===== src/rtl/wcd_pkg.sv =====
package wcd_pkg;

  localparam int WIN_DIM_D = 3;
  localparam int TERM_W_D  = 8;

  typedef enum logic [1:0] {
    MODE_NONE = 2'b00,
    MODE_FWD  = 2'b01,
    MODE_INV  = 2'b10,
    MODE_BOTH = 2'b11
  } det_mode_e;

  typedef struct packed {
    logic top;
    logic bot;
    logic lft;
    logic rgt;
  } edge_t;

  // True when a lane of a dim x dim window falls outside the image
  function automatic logic lane_outside(input int idx, input int dim, input edge_t e);
    int row;
    int col;
    row = idx / dim;
    col = idx % dim;
    return (e.top && row == 0) || (e.bot && row == dim - 1) ||
           (e.lft && col == 0) || (e.rgt && col == dim - 1);
  endfunction

  // Final verdict from the two direction hits under a mode
  function automatic logic merge_verdict(input det_mode_e m, input logic f_hit, input logic i_hit);
    logic v;
    case (m)
      MODE_FWD:  v = f_hit;
      MODE_INV:  v = i_hit;
      MODE_BOTH: v = f_hit | i_hit;
      default:   v = 1'b0;
    endcase
    return v;
  endfunction

endpackage


===== src/rtl/wcd_lane_mask.sv =====
module wcd_lane_mask #(
  parameter int WIN_DIM = wcd_pkg::WIN_DIM_D,
  parameter int TERM_W  = wcd_pkg::TERM_W_D,
  localparam int NTAP   = WIN_DIM * WIN_DIM
) (
  input  logic [NTAP*TERM_W-1:0] terms_flat,
  input  wcd_pkg::edge_t         edges,
  output logic [NTAP*TERM_W-1:0] masked_flat
);

  for (genvar k = 0; k < NTAP; k++) begin : g_lane
    logic kill;
    assign kill = wcd_pkg::lane_outside(k, WIN_DIM, edges);
    assign masked_flat[k*TERM_W +: TERM_W] = kill ? '0 : terms_flat[k*TERM_W +: TERM_W];
  end

endmodule


===== src/rtl/wcd_adder_tree.sv =====
module wcd_adder_tree #(
  parameter int N     = 9,
  parameter int IN_W  = 8,
  parameter int OUT_W = 12,
  localparam int LVLS = $clog2(N),
  localparam int P    = 1 << LVLS
) (
  input  logic              clk,
  input  logic              rst_n,
  input  logic [N*IN_W-1:0] in_flat,
  output logic [OUT_W-1:0]  sum
);

  localparam int MAX_SUM = N * ((1 << IN_W) - 1);

  for (genvar l = 0; l <= LVLS; l++) begin : lvl
    localparam int CNT = P >> l;
    logic [OUT_W-1:0] s [CNT];
    for (genvar i = 0; i < CNT; i++) begin : g_node
      if (l == 0) begin : g_leaf
        if (i < N) begin : g_real
          assign s[i] = OUT_W'(in_flat[i*IN_W +: IN_W]);
        end else begin : g_pad
          assign s[i] = '0;
        end
      end else begin : g_add
        assign s[i] = lvl[l-1].s[2*i] + lvl[l-1].s[2*i+1];
      end
    end
  end

  assign sum = lvl[LVLS].s[0];


  no_overflow_chk: assert property (@(posedge clk) disable iff (!rst_n)
    32'(sum) <= MAX_SUM);

endmodule


===== src/rtl/wcd_thresh_cmp.sv =====
module wcd_thresh_cmp #(
  parameter int N     = 9,
  parameter int TH_W  = 8,
  parameter int SUM_W = 12
) (
  input  logic             clk,
  input  logic             rst_n,
  input  logic [SUM_W-1:0] sum,
  input  logic [TH_W-1:0]  thresh,
  output logic             hit
);

  function automatic logic [SUM_W-1:0] scale_limit(input logic [TH_W-1:0] t);
    return SUM_W'(t) * SUM_W'(N);
  endfunction

  function automatic logic above_limit(input logic [SUM_W-1:0] s, input logic [SUM_W-1:0] lim);
    return s > lim;
  endfunction

  logic [SUM_W-1:0] limit;
  assign limit = scale_limit(thresh);
  assign hit   = above_limit(sum, limit);


  equal_no_hit_chk: assert property (@(posedge clk) disable iff (!rst_n)
    (sum == limit) |-> !hit);

endmodule


===== src/rtl/wcd_change_accum.sv =====
module wcd_change_accum #(
  parameter int WIN_DIM = wcd_pkg::WIN_DIM_D,
  parameter int TERM_W  = wcd_pkg::TERM_W_D,
  localparam int NTAP   = WIN_DIM * WIN_DIM,
  localparam int SUM_W  = $clog2(NTAP * ((1 << TERM_W) - 1) + 1)
) (
  input  logic                   clk,
  input  logic                   rst_n,
  input  logic                   in_valid,
  input  logic [1:0]             mode,
  input  logic [TERM_W-1:0]      thresh,
  input  logic                   edge_top,
  input  logic                   edge_bot,
  input  logic                   edge_lft,
  input  logic                   edge_rgt,
  input  logic [NTAP*TERM_W-1:0] fwd_terms,
  input  logic [NTAP*TERM_W-1:0] inv_terms,
  output logic                   chg_valid,
  output logic                   chg_bit
);

  import wcd_pkg::*;

  edge_t                   edges;
  det_mode_e               mode_e;
  logic [NTAP*TERM_W-1:0]  fwd_masked;
  logic [NTAP*TERM_W-1:0]  inv_masked;
  logic [SUM_W-1:0]        fwd_sum;
  logic [SUM_W-1:0]        inv_sum;
  logic                    fwd_hit;
  logic                    inv_hit;
  logic                    verdict;

  assign edges  = '{top: edge_top, bot: edge_bot, lft: edge_lft, rgt: edge_rgt};
  assign mode_e = det_mode_e'(mode);

  wcd_lane_mask #(.WIN_DIM(WIN_DIM), .TERM_W(TERM_W)) u_fwd_mask (
    .terms_flat(fwd_terms), .edges(edges), .masked_flat(fwd_masked));
  wcd_lane_mask #(.WIN_DIM(WIN_DIM), .TERM_W(TERM_W)) u_inv_mask (
    .terms_flat(inv_terms), .edges(edges), .masked_flat(inv_masked));

  wcd_adder_tree #(.N(NTAP), .IN_W(TERM_W), .OUT_W(SUM_W)) u_fwd_tree (
    .clk(clk), .rst_n(rst_n), .in_flat(fwd_masked), .sum(fwd_sum));
  wcd_adder_tree #(.N(NTAP), .IN_W(TERM_W), .OUT_W(SUM_W)) u_inv_tree (
    .clk(clk), .rst_n(rst_n), .in_flat(inv_masked), .sum(inv_sum));

  wcd_thresh_cmp #(.N(NTAP), .TH_W(TERM_W), .SUM_W(SUM_W)) u_fwd_cmp (
    .clk(clk), .rst_n(rst_n), .sum(fwd_sum), .thresh(thresh), .hit(fwd_hit));
  wcd_thresh_cmp #(.N(NTAP), .TH_W(TERM_W), .SUM_W(SUM_W)) u_inv_cmp (
    .clk(clk), .rst_n(rst_n), .sum(inv_sum), .thresh(thresh), .hit(inv_hit));

  assign verdict = merge_verdict(mode_e, fwd_hit, inv_hit);

  always_ff @(posedge clk or negedge rst_n) begin
    if (!rst_n) begin
      chg_valid <= 1'b0;
      chg_bit   <= 1'b0;
    end else begin
      chg_valid <= in_valid;
      chg_bit   <= in_valid & verdict;
    end
  end


  valid_lag_chk: assert property (@(posedge clk) disable iff (!rst_n)
    in_valid |=> chg_valid);


  valid_drop_chk: assert property (@(posedge clk) disable iff (!rst_n)
    !in_valid |=> !chg_valid);


  bit_qual_chk: assert property (@(posedge clk) disable iff (!rst_n)
    !chg_valid |-> !chg_bit);


  mode_off_chk: assert property (@(posedge clk) disable iff (!rst_n)
    (in_valid && mode_e == MODE_NONE) |=> !chg_bit);


  fwd_only_chk: assert property (@(posedge clk) disable iff (!rst_n)
    (in_valid && mode_e == MODE_FWD) |=> (chg_bit == $past(fwd_hit)));


  inv_only_chk: assert property (@(posedge clk) disable iff (!rst_n)
    (in_valid && mode_e == MODE_INV) |=> (chg_bit == $past(inv_hit)));


  top_pad_chk: assert property (@(posedge clk) disable iff (!rst_n)
    edge_top |-> (fwd_masked[TERM_W-1:0] == '0 && inv_masked[TERM_W-1:0] == '0));

endmodule


===== config.mk =====
export PLATFORM = sky130hd
export DESIGN_NAME = wcd_change_accum
export DESIGN_NICKNAME = d
export VERILOG_FILES = /design/src/rtl/wcd_pkg.sv /design/src/rtl/wcd_lane_mask.sv /design/src/rtl/wcd_adder_tree.sv /design/src/rtl/wcd_thresh_cmp.sv /design/src/rtl/wcd_change_accum.sv
export SDC_FILE = /design/constraint.sdc
export NUM_CORES = 1
export LEC_CHECK = 0
export BUFFER_PORTS_ARGS = -buffer_cell sky130_fd_sc_hd__buf_2
export CORE_MARGIN = 10
export CORE_UTILIZATION = 62
export CTS_BUF_LIST = sky130_fd_sc_hd__clkbuf_4 sky130_fd_sc_hd__clkbuf_8 sky130_fd_sc_hd__clkbuf_16
export CTS_CLUSTER_SIZE = 20
export DETAILED_ROUTE_END_ITERATION = 7
export MAX_ROUTING_LAYER = met4
export PLACE_DENSITY = 0.95
export SKIP_LAST_GASP = 1
export SYNTH_ARGS = -nofsm -noshare
export SYNTH_HDL_FRONTEND = slang
export SYNTH_HIERARCHICAL = 1
export SYNTH_SLANG_ARGS = --single-unit

===== constraint.sdc =====
create_clock -name clk -period 1.3 [get_ports clk]
set_input_delay 0.325 -clock clk [delete_from_list [all_inputs] [get_ports clk]]
set_output_delay 0.325 -clock clk [all_outputs]
set_load 0.02 [all_outputs]

==> flow_summary.toml <==
[clocking]
path_clk_slew_ps = 30
tritoncts = "yes"
root_buffer = "clkbuf_8"
clk_path_buf_depth = 2
cts_htree_levels = 1
numCtsBuffers = 3
clock_sinks = 2

[power_and_ir_drop]
ir_worst_vdd_mv = 1.18
power_frac_seq = 0.005
cell_internal_pwr_w = 0.00711
power_leakage_nw = 4.85
swShare = 0.510
combPwrFrac = 0.978
p_clk_frac = 0.017
powerDensity_mw_per_mm2 = 1590
p_switching_w = 0.00740

[logic_synthesis]
yosysUniqueCellTypes = 43
ys_seq_area_frac = 0.00723
synth_edf_count = 0
yosysWarnings = 6
avgSynthCellArea_um2 = 8.63
synth.cell_area_mm2 = 0.00692
ys_async_sr_fraction = 1.00
synth_ff_type = "dfrtp_1"
yosys_register_bits = 2
synth_nets = 1149
synth_cells = 802

[sta]
worst_hold_slack_ps = 242
finalCriticalPeriod_ps = 6090
tns_ps = -4790
slew_viol_final = 0
tightestPinTransition_ps = 379
setup_viol = 1
rsz0062_at_grt = "true"
slew-limit-headroom = 0.744
fmax_mhz = 164
fin_crit_sh = 4.68
hold_viol_final = 0
fin_ws_ps = -4790

[die]
die_w_um = 126
start_util = 0.635
rows = 38
core_area_mm2 = 0.0109
die_area_mm2 = 0.0158
io_pins = 163
die_h_um = 126

[routing]
drtAntennaViolNets = 0
firstDrtPassIters = 5
vias_per_cell = 5.62
route.detailed.drc = 0
vias = 6861
wl_um = 23400
first_iter_violations = 497
wire_per_inst_um = 19.2

[global_routing]
grt_max_degree = 16
grt_pass1_vias = 7871
overflow = 0
antenna_found_initial = 3
grtUsageTotal = 0.281
grt_pass1_wl_um = 36500

[final_layout]
final_common_cell = "inv_1"
syn2layout_area_growth_pct = 31.5
finish.instance_area_mm2 = 0.00910
seq_area_um2 = 50.0
mostFrequentLayoutCells = "199 x inv_1, 160 x buf_2, 134 x buf_4"
fill_cells = 542
final_cells = 1220
multi_input_area_mm2 = 0.00607
drive_gt1_frac = 0.406
fin_nets = 1426

[place]
place_area_mm2 = 0.00871
io_buffer_count = 162
placed_cells = 1205
globalplace.congestion = 0.956
place_hpwl_um = 18300

[worst_setup_path]
worstSetupStartpointType = "input pin"
slowest_delay_ps = 520
crit_path_end_kind = "flip-flop"
crit_path_top_delay_cell = "fa_1"
critPathBufInv = 7
crit_family = "adder cells"
worstPathMaxFanout = 7
crit_required_ps = 1390
crit_type = "in2reg"
crit_arrival_ps = 6170

[run_status]
violations = "negative setup slack"
run_status = "finished, violations left"

[worst_hold_path]
hold_path_class = "in2reg"
hp-start = "in_valid"
min_to = "chg_valid"
hold_depth = 1

[run]
cap_viol_max_count = 0
how the worst max path moves through the flow:
stage          endpoint  startpoint  depth (start not counted)
2_1_floorplan   chg_bit    edge_top                         30
3_3_place_gp    chg_bit    edge_rgt                         30
3_5_place_dp    chg_bit    edge_lft                         28
4_1_cts         chg_bit    edge_rgt                         31
5_1_grt         chg_bit    edge_top                         29
6_report        chg_bit    edge_top                         29
power groups by stage:
stage               clock, W  sequential (W)  combinational (W)
global placement           0       0.0000735             0.0112
global route        0.000258       0.0000735             0.0154
detailed placement         0       0.0000739             0.0122
CTS                 0.000245       0.0000734             0.0130
finish              0.000242       0.0000735             0.0142
floorplan                  0       0.0000820            0.00826
what timing repair did:
action,in CTS,in global routing
setup buffers,4,3
endpoints found under the setup margin,1,1
gates resized for setup,32,20
pin swaps,27,19
hold endpoints to repair,2,0
gates cloned,1,0
hold buffers,1,0
through the flow:
stage	worst slack, ps	utilization	total power, W
5_1_grt	-4930	0.835	0.0157
2_1_floorplan	-4110	-	0.00834
4_1_cts	-4510	0.825	0.0133
6_report	-4790	0.835	0.0145
3_5_place_dp	-4830	0.800	0.0123
3_3_place_gp	-4500	0.800	0.0113
routing by layer:
metal,share of wire,global-route usage,wire (µm),vias to the layer above
li1,-,-,-,3091
met3,0.072,0.0579,1690,128
met4,0.056,0.125,1310,0
met5,0,-,0,-
met1,0.35,0.276,8250,3250
met2,0.52,0.519,12200,392
cells in the mapped netlist (2+ instances only):
library cell	number	area share
nor2b_1	50	0.045
nand3_1	9	0.0065
and3_1	5	0.0045
o21bai_1	3	0.0033
o21ai_2	2	0.0025
buf_4	16	0.017
a21o_1	18	0.020
o21ai_0	23	0.017
a31oi_1	4	0.0036
a21oi_1	30	0.022
inv_1	204	0.11
nor2_1	15	0.0081
nand4_1	7	0.0063
xor2_1	20	0.025
nand2_1	21	0.011
ha_1	102	0.18
and2_1	4	0.0036
dfrtp_1	2	0.0072
xnor2_1	25	0.032
o2111ai_1	2	0.0025
a21oi_2	7	0.0089
nand2b_1	4	0.0036
and2b_1	24	0.026
fa_1	84	0.24
buf_6	16	0.026
a211oi_1	2	0.0022
nor3_1	8	0.0058
or2_2	4	0.0036
o21ai_1	4	0.0029
o211ai_1	5	0.0054
o311a_1	4	0.0058
nor3b_2	64	0.12
or3_1	3	0.0027
a211oi_2	2	0.0036
state kept, by name, summed over array words and instances (netlist names):
signal     flops
chg_bit        1
chg_valid      1
kinds of logic after synthesis:
| group | after synthesis | share of synthesized area |
|---|---|---|
| AND/OR/NAND/NOR | 220 | 0.246 |
| flip-flops | 2 | 0.00723 |
| AO/OA/AOI/OAI | 113 | 0.108 |
| buffers and inverters | 236 | 0.154 |
| XOR/XNOR | 45 | 0.0570 |
| adder cells (fa/ha/maj) | 186 | 0.427 |
area by class of cell:
cell class	instances	area share
antenna	3	0.000825
clock buffer	3	0.00454
inverter	204	0.0842
multi-input combinational	564	0.668
sequential	2	0.00550
tap	140	0.0193
timing repair buffer	304	0.218
Power figures use the tool's default switching activity.
